[src/rtl/pdm_spacing_pkg.sv]
package pdm_spacing_pkg;

  typedef enum logic [1:0] {
    PK_ACT = 2'd0,
    PK_PRE = 2'd1,
    PK_RD  = 2'd2,
    PK_WR  = 2'd3
  } pkt_kind_e;

  // Rule positions in the violation code
  localparam int RB_RC     = 0;
  localparam int RB_RAS    = 1;
  localparam int RB_RP     = 2;
  localparam int RB_RR     = 3;
  localparam int RB_PP     = 4;
  localparam int RB_RCD    = 5;
  localparam int RB_CC     = 6;
  localparam int RB_RDP    = 7;
  localparam int RB_ROWBUS = 8;
  localparam int RB_PROTO  = 9;
  localparam int RULE_N    = 10;

  localparam logic [3:0] BIN_SLOW_RCD = 4'd1;

  // True when an elapsed age is below the required minimum
  function automatic logic gap_short(input int unsigned age, input int unsigned lim);
    return age < lim;
  endfunction

  // Activate-to-column delay for a speed bin
  function automatic int unsigned rcd_for_bin(input logic [3:0] bin,
                                              input int unsigned fast_cyc,
                                              input int unsigned slow_cyc);
    return (bin == BIN_SLOW_RCD) ? slow_cyc : fast_cyc;
  endfunction

  function automatic int unsigned max2(input int unsigned a, input int unsigned b);
    return (a > b) ? a : b;
  endfunction

endpackage

[src/rtl/pdm_age_ctr.sv]
module pdm_age_ctr #(
  parameter int AGE_W = 6
) (
  input  logic             clk,
  input  logic             rst_n,
  input  logic             restart,
  output logic [AGE_W-1:0] age
);
  // Age reads 1 in the cycle after a restart, counts up, holds at all ones.
  always_ff @(posedge clk or negedge rst_n) begin
    if (!rst_n)            age <= '1;
    else if (restart)      age <= AGE_W'(1);
    else if (age != '1)    age <= age + AGE_W'(1);
  end
endmodule

[src/rtl/pdm_bank_hist.sv]
module pdm_bank_hist
  import pdm_spacing_pkg::*;
#(
  parameter int NUM_BANKS = 32,
  parameter int AGE_W     = 6,
  localparam int BANK_W   = $clog2(NUM_BANKS)
) (
  input  logic              clk,
  input  logic              rst_n,
  input  logic              pkt_valid,
  input  logic [1:0]        pkt_kind,
  input  logic [BANK_W-1:0] pkt_bank,
  output logic [AGE_W-1:0]  sel_act_age,
  output logic [AGE_W-1:0]  sel_pre_age,
  output logic [AGE_W-1:0]  sel_rd_age,
  output logic              sel_open
);
  logic [AGE_W-1:0]     act_age [NUM_BANKS];
  logic [AGE_W-1:0]     pre_age [NUM_BANKS];
  logic [AGE_W-1:0]     rd_age  [NUM_BANKS];
  logic [NUM_BANKS-1:0] open_q;

  for (genvar b = 0; b < NUM_BANKS; b++) begin : g_bank
    logic hit;
    assign hit = pkt_valid && (pkt_bank == BANK_W'(b));

    pdm_age_ctr #(.AGE_W(AGE_W)) u_act (
      .clk(clk), .rst_n(rst_n), .restart(hit && pkt_kind == PK_ACT), .age(act_age[b]));
    pdm_age_ctr #(.AGE_W(AGE_W)) u_pre (
      .clk(clk), .rst_n(rst_n), .restart(hit && pkt_kind == PK_PRE), .age(pre_age[b]));
    pdm_age_ctr #(.AGE_W(AGE_W)) u_rd (
      .clk(clk), .rst_n(rst_n), .restart(hit && pkt_kind == PK_RD), .age(rd_age[b]));

    always_ff @(posedge clk or negedge rst_n) begin
      if (!rst_n)                         open_q[b] <= 1'b0;
      else if (hit && pkt_kind == PK_ACT) open_q[b] <= 1'b1;
      else if (hit && pkt_kind == PK_PRE) open_q[b] <= 1'b0;
    end
  end

  assign sel_act_age = act_age[pkt_bank];
  assign sel_pre_age = pre_age[pkt_bank];
  assign sel_rd_age  = rd_age[pkt_bank];
  assign sel_open    = open_q[pkt_bank];
endmodule

[src/rtl/pdm_rule_eval.sv]
module pdm_rule_eval
  import pdm_spacing_pkg::*;
#(
  parameter int AGE_W      = 6,
  parameter int T_RC       = 28,
  parameter int T_RAS      = 20,
  parameter int T_RP       = 8,
  parameter int T_RR       = 8,
  parameter int T_PP       = 8,
  parameter int T_RCD_FAST = 7,
  parameter int T_RCD_SLOW = 9,
  parameter int T_CC       = 4,
  parameter int T_RDP      = 4,
  parameter int T_PKT      = 4
) (
  input  logic              pkt_valid,
  input  logic [1:0]        pkt_kind,
  input  logic [3:0]        bin_sel,
  input  logic [AGE_W-1:0]  bank_act_age,
  input  logic [AGE_W-1:0]  bank_pre_age,
  input  logic [AGE_W-1:0]  bank_rd_age,
  input  logic              bank_open,
  input  logic [AGE_W-1:0]  dev_act_age,
  input  logic [AGE_W-1:0]  dev_pre_age,
  input  logic [AGE_W-1:0]  dev_col_age,
  input  logic [AGE_W-1:0]  dev_row_age,
  output logic [RULE_N-1:0] fail
);
  logic is_act, is_pre, is_col;
  int unsigned rcd_lim;

  assign is_act  = pkt_valid && (pkt_kind == PK_ACT);
  assign is_pre  = pkt_valid && (pkt_kind == PK_PRE);
  assign is_col  = pkt_valid && pkt_kind[1];
  assign rcd_lim = rcd_for_bin(bin_sel, T_RCD_FAST, T_RCD_SLOW);

  always_comb begin
    fail            = '0;
    fail[RB_RC]     = is_act && gap_short(32'(bank_act_age), T_RC);
    fail[RB_RAS]    = is_pre && gap_short(32'(bank_act_age), T_RAS);
    fail[RB_RP]     = is_act && gap_short(32'(bank_pre_age), T_RP);
    fail[RB_RR]     = is_act && gap_short(32'(dev_act_age), T_RR);
    fail[RB_PP]     = is_pre && gap_short(32'(dev_pre_age), T_PP);
    fail[RB_RCD]    = is_col && gap_short(32'(bank_act_age), rcd_lim);
    fail[RB_CC]     = is_col && gap_short(32'(dev_col_age), T_CC);
    fail[RB_RDP]    = is_pre && gap_short(32'(bank_rd_age), T_RDP);
    fail[RB_ROWBUS] = (is_act || is_pre) && gap_short(32'(dev_row_age), T_PKT);
    fail[RB_PROTO]  = (is_col && !bank_open) || (is_act && bank_open);
  end
endmodule

[src/rtl/pktdram_spacing_mon.sv]
module pktdram_spacing_mon
  import pdm_spacing_pkg::*;
#(
  parameter int NUM_BANKS  = 32,
  parameter int T_RC       = 28,
  parameter int T_RAS      = 20,
  parameter int T_RP       = 8,
  parameter int T_RR       = 8,
  parameter int T_PP       = 8,
  parameter int T_RCD_FAST = 7,
  parameter int T_RCD_SLOW = 9,
  parameter int T_CC       = 4,
  parameter int T_RDP      = 4,
  parameter int T_PKT      = 4,
  localparam int BANK_W    = $clog2(NUM_BANKS)
) (
  input  logic              clk,
  input  logic              rst_n,
  input  logic              pkt_valid,
  input  logic [1:0]        pkt_kind,
  input  logic [BANK_W-1:0] pkt_bank,
  input  logic [3:0]        bin_sel,
  output logic              viol_valid,
  output logic [RULE_N-1:0] viol_code,
  output logic [BANK_W-1:0] viol_bank
);
  localparam int T_MAX  = max2(max2(T_RC, T_RAS), max2(T_RCD_SLOW, T_RCD_FAST));
  localparam int AGE_W  = $clog2(T_MAX + 1) + 1;
  localparam int DEV_N  = 4;
  localparam int DV_ACT = 0, DV_PRE = 1, DV_COL = 2, DV_ROW = 3;

  // Named internal events for the checker
  logic [AGE_W-1:0]  sel_act_age, sel_pre_age, sel_rd_age;
  logic              bank_open_sel;
  logic [AGE_W-1:0]  dev_age [DEV_N];
  logic [DEV_N-1:0]  dev_restart;
  logic [RULE_N-1:0] rule_fail;

  pdm_bank_hist #(.NUM_BANKS(NUM_BANKS), .AGE_W(AGE_W)) u_hist (
    .clk(clk), .rst_n(rst_n), .pkt_valid(pkt_valid), .pkt_kind(pkt_kind),
    .pkt_bank(pkt_bank), .sel_act_age(sel_act_age), .sel_pre_age(sel_pre_age),
    .sel_rd_age(sel_rd_age), .sel_open(bank_open_sel));

  assign dev_restart[DV_ACT] = pkt_valid && (pkt_kind == PK_ACT);
  assign dev_restart[DV_PRE] = pkt_valid && (pkt_kind == PK_PRE);
  assign dev_restart[DV_COL] = pkt_valid && pkt_kind[1];
  assign dev_restart[DV_ROW] = pkt_valid && !pkt_kind[1];

  for (genvar d = 0; d < DEV_N; d++) begin : g_dev
    pdm_age_ctr #(.AGE_W(AGE_W)) u_dev (
      .clk(clk), .rst_n(rst_n), .restart(dev_restart[d]), .age(dev_age[d]));
  end

  pdm_rule_eval #(
    .AGE_W(AGE_W), .T_RC(T_RC), .T_RAS(T_RAS), .T_RP(T_RP), .T_RR(T_RR), .T_PP(T_PP),
    .T_RCD_FAST(T_RCD_FAST), .T_RCD_SLOW(T_RCD_SLOW), .T_CC(T_CC), .T_RDP(T_RDP),
    .T_PKT(T_PKT)
  ) u_eval (
    .pkt_valid(pkt_valid), .pkt_kind(pkt_kind), .bin_sel(bin_sel),
    .bank_act_age(sel_act_age), .bank_pre_age(sel_pre_age), .bank_rd_age(sel_rd_age),
    .bank_open(bank_open_sel), .dev_act_age(dev_age[DV_ACT]), .dev_pre_age(dev_age[DV_PRE]),
    .dev_col_age(dev_age[DV_COL]), .dev_row_age(dev_age[DV_ROW]), .fail(rule_fail));

  always_ff @(posedge clk or negedge rst_n) begin
    if (!rst_n) begin
      viol_valid <= 1'b0;
      viol_code  <= '0;
      viol_bank  <= '0;
    end else begin
      viol_valid <= pkt_valid && (|rule_fail);
      viol_code  <= pkt_valid ? rule_fail : '0;
      viol_bank  <= (pkt_valid && (|rule_fail)) ? pkt_bank : '0;
    end
  end
endmodule

[config.mk]
export PLATFORM = sky130hd
export DESIGN_NAME = pktdram_spacing_mon
export DESIGN_NICKNAME = d
export VERILOG_FILES = /design/src/rtl/pdm_spacing_pkg.sv /design/src/rtl/pdm_age_ctr.sv /design/src/rtl/pdm_bank_hist.sv /design/src/rtl/pdm_rule_eval.sv /design/src/rtl/pktdram_spacing_mon.sv
export SDC_FILE = /design/constraint.sdc
export NUM_CORES = 1
export LEC_CHECK = 0
export ABC_AREA = 0
export BUFFER_PORTS_ARGS = -buffer_cell sky130_fd_sc_hd__buf_4
export CORE_UTILIZATION = 39
export DETAILED_ROUTE_END_ITERATION = 6
export PLACE_DENSITY = 0.58
export RECOVER_POWER = 50
export SYNTH_ARGS = -nofsm -noshare
export SYNTH_HDL_FRONTEND = slang
export SYNTH_SLANG_ARGS = --single-unit
[constraint.sdc]
create_clock -name clk -period 3.05 [get_ports clk]
set_input_delay 0.61 -clock clk [delete_from_list [all_inputs] [get_ports clk]]
set_output_delay 0.61 -clock clk [all_outputs]
set_load 0.03 [all_outputs]
==> results of run 1 <==
## final cells by class
cell class	count	area, sq um	area share (%)
multi-input combinational	2579	16900	42.9
sequential	648	17000	43.1
clock buffer	104	2120	5.39
timing repair buffer	167	1370	3.47
antenna	1	2.50	0.00636
inverter	33	124	0.315
clock inverter	31	427	1.09
tap	1155	1450	3.68
## synth_stat cells (11+ instances only)
| library cell | instances | area [sq um] |
|---|---|---|
| nand2_1 | 175 | 657 |
| mux2_2 | 11 | 124 |
| o22ai_1 | 79 | 494 |
| inv_1 | 32 | 120 |
| a21oi_1 | 38 | 190 |
| mux4_2 | 47 | 1060 |
| nand3_1 | 193 | 966 |
| nor3b_1 | 96 | 721 |
| clkbuf_1 | 55 | 206 |
| nand2b_1 | 30 | 188 |
| buf_2 | 15 | 75.1 |
| nor3_1 | 180 | 901 |
| nor2_1 | 462 | 1730 |
| dfstp_2 | 600 | 15800 |
| o21ai_0 | 177 | 886 |
| and3_1 | 167 | 1040 |
| mux2i_1 | 155 | 1550 |
| a211oi_1 | 24 | 180 |
| dfrtp_1 | 48 | 1200 |
| buf_1 | 16 | 60.1 |
| a21o_1 | 33 | 248 |
| xnor2_1 | 63 | 552 |
| nand3b_1 | 46 | 345 |
| xor2_1 | 86 | 753 |
| ha_1 | 103 | 1290 |
| nor4_1 | 17 | 106 |
| or2_2 | 17 | 106 |
| a31oi_1 | 231 | 1450 |
| nand4_1 | 39 | 244 |
## worst max-delay path by stage
stage                                               from      endpoint  cells after the start
after floorplan                              pkt_bank[0]  viol_bank[1]                     16
after global placement                       pkt_bank[0]  viol_bank[4]                     13
after detailed placement                     pkt_bank[0]  viol_bank[4]                     14
after CTS                                    pkt_bank[0]  viol_bank[4]                     14
after global routing      u_hist.g_bank[27].u_act.age[3]  viol_bank[4]                     11
final                     u_hist.g_bank[27].u_act.age[3]  viol_bank[4]                     11
## metrics by stage
step | instance area [sq um] | total power (W)
after global routing | 39300 | 0.0471
after global placement | 36800 | 0.0340
after detailed placement | 36800 | 0.0344
after floorplan | 34500 | 0.0302
final | 39300 | 0.0438
after CTS | 39400 | 0.0440
## power by group through the flow
stage / clock (W) / sequential, W / combinational, W
after global routing: 0.00997 / 0.0217 / 0.0155
after global placement: 0 / 0.0209 / 0.0131
final: 0.00935 / 0.0210 / 0.0135
after CTS: 0.00961 / 0.0208 / 0.0136
after detailed placement: 0 / 0.0209 / 0.0135
after floorplan: 0 / 0.0191 / 0.0111
## state kept, by name, summed over array words and instances (netlist names)
signal,count
g_dev.u_dev.age,24
u_hist.g_bank.u_act.age,192
u_hist.g_bank.u_pre.age,192
u_hist.g_bank.u_rd.age,192
u_hist.open_q,32
viol_bank,5
viol_code,10
viol_valid,1
## cells by family after synthesis
group | synth area share, %
compound gates | 11.5
xor+xnor | 3.79
fa+ha+maj | 3.77
buf+inv | 1.84
flops | 49.3
mux | 8.48
simple gates | 21.3
## worst min-delay path, delay by kind of cell
family / cells / cell delay, ns
AND/OR/NAND/NOR: 2 / 0.18
buffers and inverters: 1 / 0.18
## per-layer routing
| layer | wire length [um] | vias to the layer above | track usage [%] |
|---|---|---|---|
| met3 | 5350 | 140 | 3.23 |
| met4 | 2430 | 4 | 6.46 |
| li1 | - | 12800 | - |
| met5 | 30 | - | 0 |
| met1 | 43600 | 13500 | 30.1 |
| met2 | 41300 | 703 | 31.7 |
## repair_timing
item                                    4_1_cts  5_1_grt
hold buffers                                  1        0
hold endpoints to repair                      4        0
resized for setup                             0        5
endpoints found under the setup margin        0        6
==> results.ini, run 1 <==
[worst_setup_path]
crit_fanout=7
r2r_cells=11
rr_startpoint=u_hist.g_bank[27].u_act.age[3]
path_buf_inv=1
critical_path_arrival_ns=3.46
cp_slowest_cell=mux4_1
r2r-end=viol_bank[4]
end_kind=flop
path_cells=mux4_1 -> mux2_2 -> o22ai_1 -> a221oi_1 -> ha_1 -> buf_4 -> a211oi_2 -> o21ai_2 -> nor4_4 -> o2bb2ai_4 -> a21oi_1
cp-start-kind=flop
critPathTopFamily=compound AO/OA/AOI/OAI gates
cp.required_ns=3.59
critPathKind=flop to flop
slowest_delay_ns=0.48
r2r_slack_ns=0.13

[cells_and_area]
drive_above_1_share_pct=26.9
nFillCells=8181
syn_to_final_growth_pct=14.2
fin_util_pct=45.2
layout.cells.most_common=dfstp_2
nets=3621
mostFrequentLayoutCells=dfstp_2, nor2_1, a31oi_1
final_cells=4718

[global_routing]
antenna_found_initial=2
track_usage_pct=20.7
grt_pass1_vias=25600
grt_max_degree=119
overflow=0
grt_pass1_wl_um=147000

[drt]
drc=0
wirelength_um=92700
drtIter0Drc=2078
dr.pass1.iters=5
via_per_inst=5.75
drtAntennaViolNets=0
routedWlPerCell_um=19.6
vias=27100

[yosys]
synth_cells=3363
synth_flop_cell=dfstp_2
synth-seq-cells=648
synth_area_sq_um=34400
yosys_warnings=0
yosysSeqAreaShare_pct=49.3
avgSynthCellArea_sq_um=10.2
syn_nets=3480
synthArstFlopShare_pct=100
synth_edf_count=0
synthDistinctLibCells=75

[die]
num_io_pins=30
die_w_um=299
die_y_um=299
core_sq_um=87000
num_rows=108
start_util_pct=39.6
die-area_sq_um=89400

[place]
portBuffers=29
dp_slack_ns=-0.598
dp_hpwl_um=66800
gp_congestion=0.945
dp_cells=4581

[pwr]
peakVddDrop_mv=0.518
powerDensity_nw_per_um2=1110
p_leak_nw=16.1
power_frac_clock_pct=21.3
switching_share_pct=35.8
p_int_w=0.0281
p_sw_w=0.0157
pwr-share-comb_pct=30.8
seqPwrFrac_pct=47.9

[clock_tree]
cts_sinks=648
cts_tree=built
cts_buffers=75
path_clk_slew_ns=0.06
post_cts_buffers=0
cts_root_buf=clkbuf_16
clk-insertion-delay-late_ns=0.63
htree_num_levels=3
cts_max_path_buffers=3

[sta]
fin_crit_ns=2.92
worst_slew_pin_slew_ns=1.57
maxSlewHeadroom_pct=-4.98
setup_tns_ns=0
hold_slack_ns=0.403
final_hold_viol_count=0
finalCritPeriodShare_pct=95.7
finalSetupViolCount=0
max_freq_mhz=343
slew_viol_final=20
setup_slack_ns=0.130
skew_ns=0.0261

[worst_hold_path]
worstHoldStart=pkt_kind[1]
min_path_type=primary input to flop
holdPathEnd=viol_code[6]
min_delay_path_depth=3

[status]
violations=max-capacitance violations, max-slew violations
status=finished with violations

[job]
drv_cap=1

No activity file was read; power rests on OpenSTA's default activity.
==> inputs of run 2 (changes only) <==
--- a/config.mk
+++ b/config.mk
@@ -7,9 +7,9 @@
 export LEC_CHECK = 0
 export ABC_AREA = 0
 export BUFFER_PORTS_ARGS = -buffer_cell sky130_fd_sc_hd__buf_4
-export CORE_UTILIZATION = 39
+export CORE_UTILIZATION = 40
 export DETAILED_ROUTE_END_ITERATION = 6
-export PLACE_DENSITY = 0.58
+export PLACE_DENSITY = 0.59
 export RECOVER_POWER = 50
 export SYNTH_ARGS = -nofsm -noshare
 export SYNTH_HDL_FRONTEND = slang
==> run 2 against run 1 <==
The run now ends clean; core utilization increased by 0.82 points; sequential cell count unchanged; clock power decreased by 4.9%; critical path depth unchanged; cell count decreased by 0.11%; count of clock-buffer cells in the layout increased by 10; wire length increased by 1.3%; cell area decreased by 0.38%; sequential power about the same; critical path type unchanged; critical endpoint is now viol_bank[1].
==> results.ini, run 2 (synthesis results as in run 1) <==
[worst_hold_path]
min_path_type=primary input to flop

[pwr]
pwr-share-comb_pct=31.0
switching_share_pct=36.2
p_sw_w=0.0157
seqPwrFrac_pct=48.5
power_frac_clock_pct=20.4
p_leak_nw=16.0
peakVddDrop_mv=0.485
powerDensity_nw_per_um2=1110
p_int_w=0.0278

[cells_and_area]
syn_to_final_growth_pct=13.8
nFillCells=7946
drive_above_1_share_pct=26.9
layout.cells.most_common=dfstp_2
area.sequential_sq_um=17000
mostFrequentLayoutCells=dfstp_2, nor2_1, a31oi_1
largest_registers=u_hist.g_bank.u_act.age (192), u_hist.g_bank.u_pre.age (192), u_hist.g_bank.u_rd.age (192)
multi_input_area_sq_um=16900
diodes=0
nets=3629
final_cells=4713

[job]
drv_cap=0

[sta]
worst_slew_pin_slew_ns=1.34
skew_ns=0.0216
rsz0062_at_grt=false
finalCritPeriodShare_pct=95.4
maxSlewHeadroom_pct=10.8
final_hold_viol_count=0
max_freq_mhz=344
setup_tns_ns=0
fin_crit_ns=2.91
hold_slack_ns=0.439
slew_viol_final=0
setup_slack_ns=0.139
finalSetupViolCount=0

[clock_tree]
cts_buffers=74
path_clk_slew_ns=0.06
htree_num_levels=3
cts_tree=built
cts_sinks=648
cts_max_path_buffers=3
clk-insertion-delay-late_ns=0.62
cts_root_buf=clkbuf_16

[drt]
drtIter0Drc=2024
drc=0
routedWlPerCell_um=19.9
wirelength_um=93900
via_per_inst=5.77
dr.pass1.iters=5
vias=27200
drtAntennaViolNets=0

[worst_setup_path]
end_kind=flop
cp.required_ns=3.54
r2r-end=viol_bank[1]
cp_slowest_cell=mux4_2
critPathKind=flop to flop
r2r_slack_ns=0.14
critical_path_arrival_ns=3.40
cp_num_cells=11
rr_startpoint=u_hist.g_bank[19].u_act.age[3]
crit_fanout=6
crit_end=viol_bank[1]
cp-start-kind=flop
path_cells=mux4_2 -> mux2_2 -> o22ai_1 -> a221oi_1 -> ha_1 -> nand3_2 -> a211o_1 -> o21ai_2 -> nor4_4 -> o2bb2ai_2 -> a21oi_1
r2r_cells=11
path_buf_inv=0
critPathTopFamily=compound AO/OA/AOI/OAI gates
startpoint=u_hist.g_bank[19].u_act.age[3]
slowest_delay_ns=0.47

[global_routing]
track_usage_pct=21.6
grt_pass1_wl_um=147000
grt_max_degree=82
overflow=0
grt_pass1_vias=25300
antenna_found_initial=1

[place]
gp_congestion=0.948
dp_hpwl_um=68800
dp_cells=4579
portBuffers=29
dp_slack_ns=-0.538

[die]
num_io_pins=30
die_w_um=295
die_y_um=295
start_util_pct=40.4
die-area_sq_um=87200
core_sq_um=85100
num_rows=107

[status]
status=completed

[run 2: per-stage QoR]
stage | total power [W] | utilization [%] | cell area, sq um
2_1_floorplan | 0.0302 | - | 34500
3_3_place_gp | 0.0341 | 43.4 | 36900
3_5_place_dp | 0.0346 | 43.4 | 36900
4_1_cts | 0.0437 | 46.2 | 39400
5_1_grt | 0.0467 | 46.0 | 39200
6_report | 0.0435 | 46.0 | 39200
[run 2: worst min-delay path by stage]
stage,end,slack (ns),cells past startpoint,startpoint
after detailed placement,u_hist.open_q[25],0.46,1,u_hist.open_q[25]
final,g_dev[1].u_dev.age[0],0.44,4,pkt_valid
after global routing,g_dev[1].u_dev.age[0],0.45,4,pkt_valid
after CTS,g_dev[2].u_dev.age[3],0.40,3,pkt_kind[1]
after global placement,u_hist.open_q[25],0.45,1,u_hist.open_q[25]
after floorplan,u_hist.open_q[0],0.31,0,rst_n
[run 2: power groups by stage]
stage | registers, W | clock network, W | logic (W)
final | 0.0211 | 0.00889 | 0.0135
after CTS | 0.0209 | 0.00913 | 0.0136
after floorplan | 0.0191 | 0 | 0.0111
after detailed placement | 0.0210 | 0 | 0.0136
after global placement | 0.0210 | 0 | 0.0131
after global routing | 0.0218 | 0.00945 | 0.0154
[run 2: area by class of cell]
cell class              instances  share of cell area, %
clock buffers                 114                   5.68
clock inverters                19                  0.492
inverters                      33                  0.316
multi-input cells            2579                   43.0
flip-flops and latches        648                   43.3
well taps                    1144                   3.65
repair buffers                176                   3.52
[run 2: worst reg2reg max path: stages (launching register included)]
cell and delay, ns:
dfstp_2 0.41, mux4_2 0.47, mux2_2 0.27, o22ai_1 0.20, a221oi_1 0.09, ha_1 0.34
nand3_2 0.10, a211o_1 0.24, o21ai_2 0.17, nor4_4 0.06, o2bb2ai_2 0.29, a21oi_1 0.13
[run 2: layer usage]
layer	track usage (%)	vias up	routed length [um]
li1	-	12800	-
met1	31.5	13500	43700
met2	32.7	734	41500
met3	3.29	157	5980
met4	7.01	2	2740
met5	0	-	13
[run 2: repair_timing]
| item | CTS | global route |
|---|---|---|
| resized for setup | 0 | 2 |
| buffers inserted | 0 | 0 |
| setup endpoints to repair | 0 | 5 |
| endpoints found under the hold margin | 1 | 0 |
| hold buffers | 1 | 0 |
